## config.mk

```make
export PLATFORM = sky130hd
export DESIGN_NAME = async_spi_bridge
export DESIGN_NICKNAME = d
export VERILOG_FILES = /design/src/rtl/asb_pkg.sv /design/src/rtl/asb_ctrl.sv /design/src/rtl/asb_dp.sv /design/src/rtl/async_spi_bridge.sv
export SDC_FILE = /design/constraint.sdc
export NUM_CORES = 1
export LEC_CHECK = 0
export ABC_AREA = 1
export BUFFER_PORTS_ARGS = -buffer_cell sky130_fd_sc_hd__buf_2
export CAP_MARGIN = 10
export CELL_PAD_IN_SITES_DETAIL_PLACEMENT = 0
export CELL_PAD_IN_SITES_GLOBAL_PLACEMENT = 1
export CORE_AREA = 2 2 112 114
export DETAILED_ROUTE_END_ITERATION = 6
export DIE_AREA = 0 0 114 116
export MAX_ROUTING_LAYER = met4
export PLACE_DENSITY = 0.66
export SYNTH_ARGS = -nofsm -noshare
export SYNTH_HDL_FRONTEND = slang
export SYNTH_SLANG_ARGS = --single-unit
```

## constraint.sdc

```tcl
create_clock -name clk -period 1.65 [get_ports clk]
set_clock_uncertainty 0.15 [all_clocks]
set_input_delay 0.165 -clock clk [delete_from_list [all_inputs] [get_ports clk]]
set_output_delay 0.165 -clock clk [all_outputs]
set_load 0.005 [all_outputs]
```

## src/rtl/asb_pkg.sv

```systemverilog
package asb_pkg;

  typedef enum logic [1:0] {
    RX_HUNT,
    RX_START,
    RX_DATA,
    RX_STOP
  } rx_state_e;

  // strobes issued by the control towards the datapath
  typedef struct packed {
    logic rxSample;     // shift one bus data bit in
    logic rxDone;       // good stop bit: publish received byte
    logic txLoad;       // start host transfer with received byte
    logic txShift;      // next bit onto mosi (SCK rising)
    logic hostCapture;  // capture miso (SCK falling)
    logic hostDone;     // host transfer complete
  } asb_strobe_t;

endpackage

```

## src/rtl/asb_ctrl.sv

```systemverilog
module asb_ctrl
  import asb_pkg::*;
#(
  parameter int BIT_CLKS    = 128,
  parameter int DATA_BITS   = 8,
  parameter int EOM_BITS    = 10,
  parameter int SYNC_STAGES = 2
) (
  input  logic        clk,
  input  logic        rstN,
  input  logic        busIn,
  output logic        busS,
  output logic        sckOut,
  output logic        ctrlN,
  output logic        frameErr,
  output asb_strobe_t stb
);

  localparam int CNT_W    = $clog2(BIT_CLKS);
  localparam int IDX_W    = $clog2(DATA_BITS);
  localparam int EOM_CLKS = EOM_BITS * BIT_CLKS;
  localparam int IDLE_W   = $clog2(EOM_CLKS + 1);
  localparam logic [CNT_W-1:0]  HALF_M1  = CNT_W'(BIT_CLKS / 2 - 1);
  localparam logic [CNT_W-1:0]  BIT_M1   = CNT_W'(BIT_CLKS - 1);
  localparam logic [IDX_W-1:0]  LAST_IDX = IDX_W'(DATA_BITS - 1);
  localparam logic [IDLE_W-1:0] EOM_MAX  = IDLE_W'(EOM_CLKS);
  localparam logic [IDLE_W-1:0] EOM_M1   = IDLE_W'(EOM_CLKS - 1);

  // input synchronizer
  logic [SYNC_STAGES-1:0] syncQ;
  generate
    if (SYNC_STAGES == 1) begin : g_sync_one
      always_ff @(posedge clk) begin
        if (!rstN) syncQ <= '1;
        else       syncQ <= busIn;
      end
    end else begin : g_sync_chain
      always_ff @(posedge clk) begin
        if (!rstN) syncQ <= '1;
        else       syncQ <= {syncQ[SYNC_STAGES-2:0], busIn};
      end
    end
  endgenerate
  assign busS = syncQ[SYNC_STAGES-1];

  logic busPrev;
  always_ff @(posedge clk) begin
    if (!rstN) busPrev <= 1'b1;
    else       busPrev <= busS;
  end

  // receive sequencer
  rx_state_e       rxState;
  logic [CNT_W-1:0] rxCnt;
  logic [IDX_W-1:0] rxIdx;

  always_ff @(posedge clk) begin
    if (!rstN) begin
      rxState <= RX_HUNT;
      rxCnt   <= '0;
      rxIdx   <= '0;
    end else begin
      case (rxState)
        RX_HUNT: begin
          if (!busS && busPrev) begin
            rxState <= RX_START;
            rxCnt   <= '0;
          end
        end
        RX_START: begin
          if (rxCnt == HALF_M1) begin
            rxCnt <= '0;
            if (!busS) begin
              rxState <= RX_DATA;
              rxIdx   <= '0;
            end else begin
              rxState <= RX_HUNT;
            end
          end else begin
            rxCnt <= rxCnt + 1'b1;
          end
        end
        RX_DATA: begin
          if (rxCnt == BIT_M1) begin
            rxCnt <= '0;
            if (rxIdx == LAST_IDX) rxState <= RX_STOP;
            else                   rxIdx   <= rxIdx + 1'b1;
          end else begin
            rxCnt <= rxCnt + 1'b1;
          end
        end
        default: begin
          if (rxCnt == BIT_M1) begin
            rxCnt   <= '0;
            rxState <= RX_HUNT;
          end else begin
            rxCnt <= rxCnt + 1'b1;
          end
        end
      endcase
    end
  end

  logic stopTick, stopOk, stopBad;
  assign stopTick = (rxState == RX_STOP) && (rxCnt == BIT_M1);
  assign stopOk   = stopTick && busS;
  assign stopBad  = stopTick && !busS;

  // host shift engine
  logic             shiftBusy;
  logic [CNT_W-1:0] txCnt;
  logic [IDX_W-1:0] txIdx;
  logic             bitEnd;
  assign bitEnd = shiftBusy && (txCnt == BIT_M1);

  always_comb begin
    stb.rxSample    = (rxState == RX_DATA) && (rxCnt == BIT_M1);
    stb.rxDone      = stopOk;
    stb.txLoad      = stopOk && !frameErr;
    stb.hostCapture = shiftBusy && (txCnt == HALF_M1);
    stb.txShift     = bitEnd && (txIdx != LAST_IDX);
    stb.hostDone    = bitEnd && (txIdx == LAST_IDX);
  end

  always_ff @(posedge clk) begin
    if (!rstN) begin
      shiftBusy <= 1'b0;
      txCnt     <= '0;
      txIdx     <= '0;
      sckOut    <= 1'b0;
    end else if (stb.txLoad) begin
      shiftBusy <= 1'b1;
      txCnt     <= '0;
      txIdx     <= '0;
      sckOut    <= 1'b1;
    end else if (shiftBusy) begin
      if (txCnt == HALF_M1) sckOut <= 1'b0;
      if (txCnt == BIT_M1) begin
        txCnt <= '0;
        if (txIdx == LAST_IDX) begin
          shiftBusy <= 1'b0;
        end else begin
          txIdx  <= txIdx + 1'b1;
          sckOut <= 1'b1;
        end
      end else begin
        txCnt <= txCnt + 1'b1;
      end
    end
  end

  // end-of-message detection and framing flag
  logic [IDLE_W-1:0] idleCnt;
  logic eomTick;
  assign eomTick = busS && (idleCnt == EOM_M1);

  always_ff @(posedge clk) begin
    if (!rstN)                  idleCnt <= '0;
    else if (!busS)             idleCnt <= '0;
    else if (idleCnt != EOM_MAX) idleCnt <= idleCnt + 1'b1;
  end

  always_ff @(posedge clk) begin
    if (!rstN)        frameErr <= 1'b0;
    else if (stopBad) frameErr <= 1'b1;
    else if (eomTick) frameErr <= 1'b0;
  end

  assign ctrlN = !((rxState == RX_DATA) || (rxState == RX_STOP) || shiftBusy);

  AST_SCK_SELECTED: assert property (@(posedge clk) disable iff (!rstN)
    sckOut |-> !ctrlN);
  AST_LOAD_WHEN_FREE: assert property (@(posedge clk) disable iff (!rstN)
    stb.txLoad |-> !shiftBusy);
  AST_REJECT_KEEPS_SELECT: assert property (@(posedge clk) disable iff (!rstN)
    (rxState == RX_START) && (rxCnt == HALF_M1) && busS |=> ctrlN || shiftBusy);

endmodule

```

## src/rtl/asb_dp.sv

```systemverilog
module asb_dp
  import asb_pkg::*;
#(
  parameter int DATA_BITS = 8
) (
  input  logic                 clk,
  input  logic                 rstN,
  input  logic                 busS,
  input  logic                 misoIn,
  input  asb_strobe_t          stb,
  output logic                 mosiOut,
  output logic                 rxValid,
  output logic [DATA_BITS-1:0] rxByte,
  output logic                 hostValid,
  output logic [DATA_BITS-1:0] hostByte
);

  logic [DATA_BITS-1:0] rxSh;
  logic [DATA_BITS-1:0] txSh;
  logic [DATA_BITS-1:0] hostSh;

  // bus side: least significant bit arrives first
  always_ff @(posedge clk) begin
    if (!rstN)             rxSh <= '0;
    else if (stb.rxSample) rxSh <= {busS, rxSh[DATA_BITS-1:1]};
  end

  always_ff @(posedge clk) begin
    if (!rstN) begin
      rxValid <= 1'b0;
      rxByte  <= '0;
    end else begin
      rxValid <= stb.rxDone;
      if (stb.rxDone) rxByte <= rxSh;
    end
  end

  // host side: most significant bit first
  always_ff @(posedge clk) begin
    if (!rstN) begin
      txSh    <= '0;
      mosiOut <= 1'b0;
    end else if (stb.txLoad) begin
      mosiOut <= rxSh[DATA_BITS-1];
      txSh    <= rxSh << 1;
    end else if (stb.txShift) begin
      mosiOut <= txSh[DATA_BITS-1];
      txSh    <= txSh << 1;
    end
  end

  always_ff @(posedge clk) begin
    if (!rstN)                hostSh <= '0;
    else if (stb.hostCapture) hostSh <= {hostSh[DATA_BITS-2:0], misoIn};
  end

  always_ff @(posedge clk) begin
    if (!rstN) begin
      hostValid <= 1'b0;
      hostByte  <= '0;
    end else begin
      hostValid <= stb.hostDone;
      if (stb.hostDone) hostByte <= hostSh;
    end
  end

  AST_RX_SINGLE_PULSE: assert property (@(posedge clk) disable iff (!rstN)
    rxValid |=> !rxValid);
  AST_HOST_SINGLE_PULSE: assert property (@(posedge clk) disable iff (!rstN)
    hostValid |=> !hostValid);

endmodule

```

## src/rtl/async_spi_bridge.sv

```systemverilog
module async_spi_bridge
  import asb_pkg::*;
#(
  parameter int BIT_CLKS    = 128,
  parameter int DATA_BITS   = 8,
  parameter int EOM_BITS    = 10,
  parameter int SYNC_STAGES = 2
) (
  input  logic                 clk,
  input  logic                 rstN,
  input  logic                 busIn,
  output logic                 sckOut,
  output logic                 mosiOut,
  input  logic                 misoIn,
  output logic                 ctrlN,
  output logic                 frameErr,
  output logic                 rxValid,
  output logic [DATA_BITS-1:0] rxByte,
  output logic                 hostValid,
  output logic [DATA_BITS-1:0] hostByte
);

  logic        busS;
  asb_strobe_t stb;

  asb_ctrl #(
    .BIT_CLKS   (BIT_CLKS),
    .DATA_BITS  (DATA_BITS),
    .EOM_BITS   (EOM_BITS),
    .SYNC_STAGES(SYNC_STAGES)
  ) ctrl_i (
    .clk     (clk),
    .rstN    (rstN),
    .busIn   (busIn),
    .busS    (busS),
    .sckOut  (sckOut),
    .ctrlN   (ctrlN),
    .frameErr(frameErr),
    .stb     (stb)
  );

  asb_dp #(
    .DATA_BITS(DATA_BITS)
  ) dp_i (
    .clk      (clk),
    .rstN     (rstN),
    .busS     (busS),
    .misoIn   (misoIn),
    .stb      (stb),
    .mosiOut  (mosiOut),
    .rxValid  (rxValid),
    .rxByte   (rxByte),
    .hostValid(hostValid),
    .hostByte (hostByte)
  );

  AST_MOSI_HELD_HIGH: assert property (@(posedge clk) disable iff (!rstN)
    sckOut && $past(sckOut) |-> $stable(mosiOut));
  AST_NO_VALID_ON_ERR: assert property (@(posedge clk) disable iff (!rstN)
    $rose(frameErr) |-> !rxValid);
  AST_QUIET_IN_ERROR: assert property (@(posedge clk) disable iff (!rstN)
    frameErr |-> !$rose(sckOut));
  AST_HOST_DONE_LOW: assert property (@(posedge clk) disable iff (!rstN)
    hostValid |-> !sckOut);

endmodule

```

==> flow_summary.yaml, run 1 <==
outcome:
  status: "finished, final reports clean"
route:
  drtIter0Drc: 116
  viasPerCell: 4.63
  final_antenna_net_count: 0
  drc: 0
  num_vias: 3118
  routed_wl_um: 8200
  drtPass1Iterations: 4
  detail_route.wl_per_cell_um: 12.2
final_layout:
  areaGrowthSynthToFinish_pct: 34.2
  n_antenna_cell: 0
  finish.utilization: 0.398
  final_cell_mix: "70 x dfxtp_1, 69 x nand2_1, 52 x nor2_1"
  post_route_cells_drive_above_1_share: 0.338
  n_fill_cell: 1231
  layout_commonest_cell: "dfxtp_1"
  final_nets: 537
placed_design:
  io_buffers: 25
  hpwl_um: 5340
  post-place-ws_ns: -0.0647
  place_congestion: 0.825
global_route:
  grt.overflow.total: 0
  antenna_found_initial: 0
  track_usage: 0.128
  grt_pass1_wl_um: 13100
  grt_max_degree: 20
  grt_pass1_vias: 2872
die:
  pin_count: 26
  die_x_um: 114
  start_util: 0.297
  dieHeight_um: 116
  row_count: 40
  core_um2: 11900
  die_area_um2: 13200
hold_path:
  hp-class: "in -> reg"
  holdPathStages: 3
timing:
  slew_headroom: 0.707
  hold_viol: 0
  fin_tns_setup_ns: 0
  max_freq_mhz: 608
  finalCriticalPeriod_ns: 1.64
  rsz0062_at_grt: "true"
  setup_viol: 0
  slew_violations: 0
  period_share: 0.997
  setup_ws_ns: 0.00529
  worst_pin_slew_ns: 0.438
  hold-worst-slack_ns: 0.0620
synthesis:
  synth-main-ff-cell: "dfxtp_1"
  synth_top_area_frac: 0.459
  synth_top_cell_by_area: "dfxtp_1"
  syn_inst: 453
  synth.distinct_cells: 34
  synth-compound-area-share: 0.142
  syn_nets: 469
  synthSimpleGateAreaFrac: 0.265
  ys_ff_latch: 81
  synth_top_family_by_area: "simple AND/OR/NAND/NOR gates"
  async_flop_share: 0
  synth_mux_area_frac: 0
  synthXorXnorAreaFrac: 0.0174
  synth_edf_count: 0
  synth_fa_ha_area_frac: 0.0425
  netlist_area_um2: 3530
  synthTopCellsByArea: "dfxtp_1 46%, nand2_1 8.3%, a21oi_1 6.9%"
  yosys_warnings: 0
  avgSynthCellArea_um2: 7.80
  ys_seq_area_frac: 0.459
clock_network:
  clk_pin_slew_ns: 0.06
  clk_latency_ns: 0.34
  cts_buffers: 9
  cts-root-buf: "clkbuf_16"
  cts-root-to-sink-buffers: 2
  htree_num_levels: 3
  numClockSinks: 81
  cts_tree: "done"
setup_path:
  worst-path-max-fanout: 5
  crit_type: "reg -> reg"
  reg2reg_slack_ns: 0.005
  cp.required_ns: 1.78
  r2r_cells: 9
  crit_path_end_kind: "register"
  startpoint_type: "register"
  crit_arrival_ns: 1.77
job:
  maxCapViolCount: 0
power_and_ir_drop:
  vdd_ir_drop_max_uv: 535
  cellPowerDensity_nw_per_um2: 974
  p_total_uw: 4620
  p_leak_uw: 0.00188
==> registers in the layout (all words and copies together), names as in the netlist, 2 cells and up <==
register / cells
dp_i.hostSh: 8
dp_i.hostByte: 8
ctrl_i.rxState: 2
dp_i.rxSh: 8
ctrl_i.txCnt: 7
ctrl_i.syncQ: 2
ctrl_i.rxCnt: 7
ctrl_i.rxIdx: 3
ctrl_i.idleCnt: 11
dp_i.rxByte: 8
ctrl_i.txIdx: 3
dp_i.txSh: 7
==> worst paths after layout <==
path                                start                           end
max          ctrl_i.rxCnt[2]$_SDFFE_PN0N_     dp_i.txSh[3]$_SDFFE_PN0P_
min                                  rstN  ctrl_i.frameErr$_SDFFE_PN0P_
max reg2reg  ctrl_i.rxCnt[2]$_SDFFE_PN0N_     dp_i.txSh[3]$_SDFFE_PN0P_
min reg2reg    ctrl_i.syncQ[0]$_SDFF_PN1_    ctrl_i.syncQ[1]$_SDFF_PN1_
==> metal layers <==
layer,track usage,routed length (um)
met2,0.198,3940
met1,0.160,3930
met4,0.0537,123
met3,0.0319,197
met5,-,0
==> critical path: stages, from the launching register on <==
cell and delay [ns]:
dfxtp_1 0.40, nand2_1 0.11, nor2_2 0.12, nand2_2 0.09, nor2_4 0.15, buf_6 0.14, nand3_4 0.14, nand2_1 0.11
nand2_1 0.06, a21oi_2 0.10
==> cells by family after synthesis <==
kind of cell,count (synthesis)
flops,81
fa+ha+maj,12
simple gates,198
buf+inv,58
compound gates,97
xor+xnor,7
==> synth_stat cells, types with 4 or more instances <==
cell     count
a21oi_1     49
nor2_2       5
inv_2        4
ha_1        12
xor2_1       5
o21ai_0     38
dfxtp_1     81
o21ai_1      5
nand3_1     23
nand2_1     78
nor3_1       9
or2_2        4
nor2_1      57
inv_1       42
buf_6        5
==> power breakdown <==
| group | internal (uW) | switching (uW) | leakage (uW) |
|---|---|---|---|
| Sequential | 2000 | 36.6 | 0.000659 |
| Clock | 1330 | 818 | 0.000153 |
| Combinational | 171 | 258 | 0.00107 |
==> cell type report <==
| cell class | count | area, um2 | area share |
|---|---|---|---|
| Clock inverter | 6 | 90.1 | 0.0190 |
| Timing Repair Buffer | 66 | 477 | 0.101 |
| Inverter | 46 | 180 | 0.0380 |
| Multi-Input combinational cell | 317 | 1940 | 0.409 |
| Clock buffer | 10 | 229 | 0.0483 |
| Tap cell | 147 | 184 | 0.0388 |
| Sequential cell | 81 | 1640 | 0.346 |
==> timing repair <==
action / in CTS / in global routing
buffers inserted: 1 / 7
hold buffers: 2 / 0
pin swaps: 5 / 30
resized for setup: 14 / 87
endpoints found under the hold margin: 2 / 0
setup endpoints to repair: 27 / 57
gates cloned: 1 / 2
==> through the flow <==
step	cells	cell area, um2
floorplan	453	3530
global placement	644	3990
detailed placement	644	3990
CTS	664	4390
global route	673	4740
finish	673	4740
Note: power is estimated with default switching activity, not from simulation.
==> run 2: changes to the inputs <==
PLACE_DENSITY = 0.64   (was 0.66)
SETUP_SLACK_MARGIN = 0.4   (was unset)
clock period = 1.59 ns   (was 1.65 ns; I/O delays follow)
==> flow_summary.yaml, run 2 (same netlist as run 1, synthesis figures left out) <==
timing:
  setup_viol: 0
  finalCriticalPeriod_ns: 1.58
  hold-worst-slack_ns: 0.0681
  slew_headroom: 0.729
  period_share: 0.995
  setup_ws_ns: 0.00761
  hold_viol: 0
  max_freq_mhz: 632
  worst_pin_slew_ns: 0.406
  rsz0062_at_grt: "true"
  slew_violations: 0
setup_path:
  worst-path-max-fanout: 8
  r2r_cells: 10
  crit_arrival_ns: 1.70
  reg2reg_to: "dp_i.txSh[4]$_SDFFE_PN0P_"
  crit_type: "reg -> reg"
  crit_path_end_kind: "register"
  endpoint: "dp_i.txSh[4]$_SDFFE_PN0P_"
  startpoint_type: "register"
  cp-startpoint: "ctrl_i.rxCnt[0]$_SDFFE_PN0N_"
  reg2reg_from: "ctrl_i.rxCnt[0]$_SDFFE_PN0N_"
  cp.required_ns: 1.71
  reg2reg_slack_ns: 0.008
outcome:
  status: "finished, final reports clean"
die:
  die_area_um2: 13200
  core_um2: 11900
  die_x_um: 114
  pin_count: 26
  start_util: 0.297
  dieHeight_um: 116
  row_count: 40
global_route:
  grt_max_degree: 28
  grt_pass1_vias: 2953
  grt.overflow.total: 0
  track_usage: 0.138
  grt_pass1_wl_um: 14000
  antenna_found_initial: 0
route:
  routed_wl_um: 8470
  drc: 0
  viasPerCell: 4.53
  detail_route.wl_per_cell_um: 12.1
  final_antenna_net_count: 0
  num_vias: 3181
  drtIter0Drc: 83
  drtPass1Iterations: 4
placed_design:
  post-place-ws_ns: -0.0504
  hpwl_um: 5630
  place_congestion: 0.770
  place_area_um2: 4290
  io_buffers: 25
  dp.cells: 651
clock_network:
  cts_buffers: 9
  cts-root-to-sink-buffers: 2
  cts_tree: "done"
  clk_pin_slew_ns: 0.06
  numClockSinks: 81
  htree_num_levels: 3
  cts-root-buf: "clkbuf_16"
  clk_latency_ns: 0.34
final_layout:
  final_nets: 566
  fin_cells: 702
  n_antenna_cell: 0
  areaGrowthSynthToFinish_pct: 51.5
  layout_commonest_cell: "dfxtp_1"
  final_cell_area_um2: 5350
  largest_reg_flops: 11
  n_fill_cell: 1179
  final_cell_mix: "68 x dfxtp_1, 58 x nand2_1, 50 x nor2_1"
  post_route_cells_drive_above_1_share: 0.465
  regMostFlops: "ctrl_i.idleCnt"
power_and_ir_drop:
  vdd_ir_drop_max_uv: 572
  p_leak_uw: 0.00215
  p_total_uw: 4970
  cellPowerDensity_nw_per_um2: 928
hold_path:
  holdPathStages: 3
  hp-class: "in -> reg"
job:
  maxCapViolCount: 0
==> run 2: cell types whose count changed in the layout (fill, tap and decap cells not counted), moves of 7 or more <==
cell     change
a21oi_1     -11
a21oi_2     +11
buf_4       +15
buf_6       +12
nand2_1     -11
nand2_2      +7
o21ai_0     -16
o21ai_2      +9
==> run 2: what timing repair did <==
item                                    4_1_cts  5_1_grt
gates resized for setup                      85       45
pin swaps                                    31       23
gates cloned                                  1        0
endpoints found under the setup margin       78       79
buffers inserted                             18       13
hold buffers                                  3        0
hold endpoints to repair                      3        0
==> run 2: power breakdown <==
part	internal [uW]	total, uW	switching, uW
logic	265	613	348
registers	2070	2110	42.3
clock network	1380	2240	857
total	3720	4970	1250
==> run 2: worst max-delay path, stage by stage (launching register included) <==
cell,delay [ns]
dfxtp_2,0.35
ha_4,0.15
inv_2,0.04
nor2_2,0.08
nand2_2,0.09
nor2_4,0.12
nand3_4,0.13
buf_12,0.17
nand2_4,0.06
nand2_2,0.05
a21oi_2,0.11
==> run 2: worst min-delay path by stage <==
stage           from                      endpoint  slack (ns)
2_1_floorplan  busIn    ctrl_i.syncQ[0]$_SDFF_PN1_        0.12
3_3_place_gp   busIn    ctrl_i.syncQ[0]$_SDFF_PN1_        0.23
3_5_place_dp   busIn    ctrl_i.syncQ[0]$_SDFF_PN1_        0.22
4_1_cts         rstN  ctrl_i.txCnt[1]$_SDFFE_PP0P_        0.09
5_1_grt         rstN  ctrl_i.txCnt[0]$_SDFFE_PP0P_        0.08
6_report        rstN  ctrl_i.txCnt[1]$_SDFFE_PP0P_        0.07
==> run 2: cell type report <==
type	count	area, um2	area share
Clock buffer	10	229	0.0428
Clock inverter	6	91.3	0.0171
Inverter	46	203	0.0379
Multi-Input combinational cell	315	2200	0.411
Sequential cell	81	1650	0.308
Tap cell	147	184	0.0344
Timing Repair Buffer	97	795	0.148
==> run 2: through the flow <==
step                TNS (ns)  utilization
global placement           0        0.361
floorplan                  0            -
detailed placement    -0.150        0.361
CTS                  -0.0176        0.427
global route           -1.83        0.449
finish                     0        0.449
==> run 2: metal layers <==
metal | GRT usage | wire (um)
met1 | 0.175 | 4080
met2 | 0.215 | 4050
met3 | 0.0282 | 195
met4 | 0.0585 | 144
met5 | - | 0
==> run 3: changes to the inputs <==
BUFFER_PORTS_ARGS = -buffer_cell sky130_fd_sc_hd__clkbuf_2   (was -buffer_cell sky130_fd_sc_hd__buf_2)
CTS_CLUSTER_SIZE = 28   (was unset)
==> flow_summary.yaml, run 3 (same netlist as run 1, synthesis figures left out) <==
route:
  routed_wl_um: 8920
  num_vias: 3290
  final_antenna_net_count: 0
  drtIter0Drc: 136
  detail_route.wl_per_cell_um: 12.6
  drtPass1Iterations: 4
  drc: 0
  viasPerCell: 4.65
final_layout:
  final_cell_mix: "67 x dfxtp_1, 52 x nand2_1, 40 x buf_4"
  n_antenna_cell: 0
  layout_commonest_cell: "dfxtp_1"
  fin_cells: 708
  regMostFlops: "ctrl_i.idleCnt"
  areaGrowthSynthToFinish_pct: 60.2
  final_nets: 573
  largest_reg_flops: 11
  post_route_cells_drive_above_1_share: 0.538
placed_design:
  hpwl_um: 5710
  place_congestion: 0.807
  io_buffers: 25
  dp.cells: 650
timing:
  slew_headroom: 0.649
  setup_ws_ns: -0.0381
  setup_viol: 7
  slew_violations: 0
  rsz0062_at_grt: "true"
  hold_viol: 0
  finalCriticalPeriod_ns: 1.63
  worst_pin_slew_ns: 0.526
  period_share: 1.02
  max_freq_mhz: 614
job:
  maxCapViolCount: 0
clock_network:
  clk_pin_slew_ns: 0.06
  cts-root-to-sink-buffers: 2
  cts_tree: "done"
  numClockSinks: 81
  cts_buffers: 9
  cts-root-buf: "clkbuf_16"
  clk_latency_ns: 0.35
  htree_num_levels: 3
global_route:
  grt.overflow.total: 0
  grt_pass1_wl_um: 14400
  track_usage: 0.143
  grt_pass1_vias: 3122
  antenna_found_initial: 0
  grt_max_degree: 32
outcome:
  violations: "negative setup slack"
  status: "complete, but fails checks"
setup_path:
  cp.required_ns: 1.72
  startpoint_type: "register"
  worst-path-max-fanout: 8
  crit_path_end_kind: "register"
  cp-startpoint: "ctrl_i.rxCnt[0]$_SDFFE_PN0N_"
  crit_arrival_ns: 1.76
  crit_type: "reg -> reg"
  reg2reg_from: "ctrl_i.rxCnt[0]$_SDFFE_PN0N_"
die:
  die_area_um2: 13200
  start_util: 0.297
  row_count: 40
  pin_count: 26
  die_x_um: 114
  core_um2: 11900
  dieHeight_um: 116
power_and_ir_drop:
  p_total_uw: 4750
  vdd_ir_drop_max_uv: 482
  cellPowerDensity_nw_per_um2: 839
  p_leak_uw: 0.00224
hold_path:
  hp-class: "in -> reg"
  hp-start: "rstN"
[run 3: changes by cell type in the layout (fill, tap and decap cells not counted), sizes merged]
cell,previous run,this run
clkbuf,10,34
buf,94,78
clkinv,3,6
bufinv,2,0
inv,47,45
dlygate4sd3,3,2
nand2,82,83
nor2,67,66
[run 3: what timing repair did]
item                                    4_1_cts  5_1_grt
resized for setup                            99      114
endpoints found under the setup margin       79       80
hold buffers                                  2        0
setup buffers                                23       16
gates cloned                                  1        1
endpoints found under the hold margin         2        0
pin swaps                                    25       45
[run 3: cell type report]
cell class / instances / area, um2
Clock buffer: 10 / 239
Clock inverter: 5 / 32.5
Fill cell: 1135 / 6250
Inverter: 46 / 210
Multi-Input combinational cell: 315 / 2430
Sequential cell: 81 / 1650
Tap cell: 147 / 184
Timing Repair Buffer: 104 / 912
[run 3: per-stage QoR]
step	setup TNS, ns	hold slack [ns]	setup slack, ns	area [um2]	utilization
floorplan	0	0.116	0.0959	3760	-
global placement	-0.0181	0.243	-0.0181	4270	0.359
detailed placement	-0.128	0.241	-0.0413	4270	0.359
CTS	-0.00716	0.0902	-0.00339	5090	0.428
global route	-2.49	0.133	-0.119	5660	0.475
finish	-0.132	0.106	-0.0381	5660	0.475
[run 3: path summary, 6_finish.rpt]
kind	slack (ns)	to	cells past startpoint
worst max-delay path	-0.04	dp_i.rxSh[7]$_SDFFE_PN0P_	10
worst min-delay path	0.11	dp_i.rxByte[6]$_SDFFE_PN0P_	3
worst max register to register	-0.04	dp_i.rxSh[7]$_SDFFE_PN0P_	10
worst min register to register	0.27	ctrl_i.syncQ[1]$_SDFF_PN1_	1
[run 3: routing by layer]
| layer | global-route usage | routed length, um | up-vias |
|---|---|---|---|
| met4 | 0.0715 | 252 | 0 |
| met2 | 0.226 | 4410 | 39 |
| met3 | 0.0340 | 225 | 20 |
| li1 | - | - | 1692 |
| met1 | 0.171 | 4030 | 1539 |
| met5 | - | 0 | - |
[run 3: power by group]
part / internal, uW / leakage (uW) / switching (uW)
sequential: 2070 / 0.000661 / 45.0
combinational: 307 / 0.00144 / 392
clock: 1090 / 0.000138 / 843
total: 3470 / 0.00224 / 1280
[run 3: worst max-delay path, stage by stage (launching register included)]
cell      delay [ns]
dfxtp_2         0.36
ha_4            0.17
nand3_4         0.09
nor2_4          0.12
buf_6           0.13
buf_6           0.09
buf_6           0.12
nand2_8         0.08
clkinv_8        0.07
o21ai_0         0.06
a21oi_1         0.12
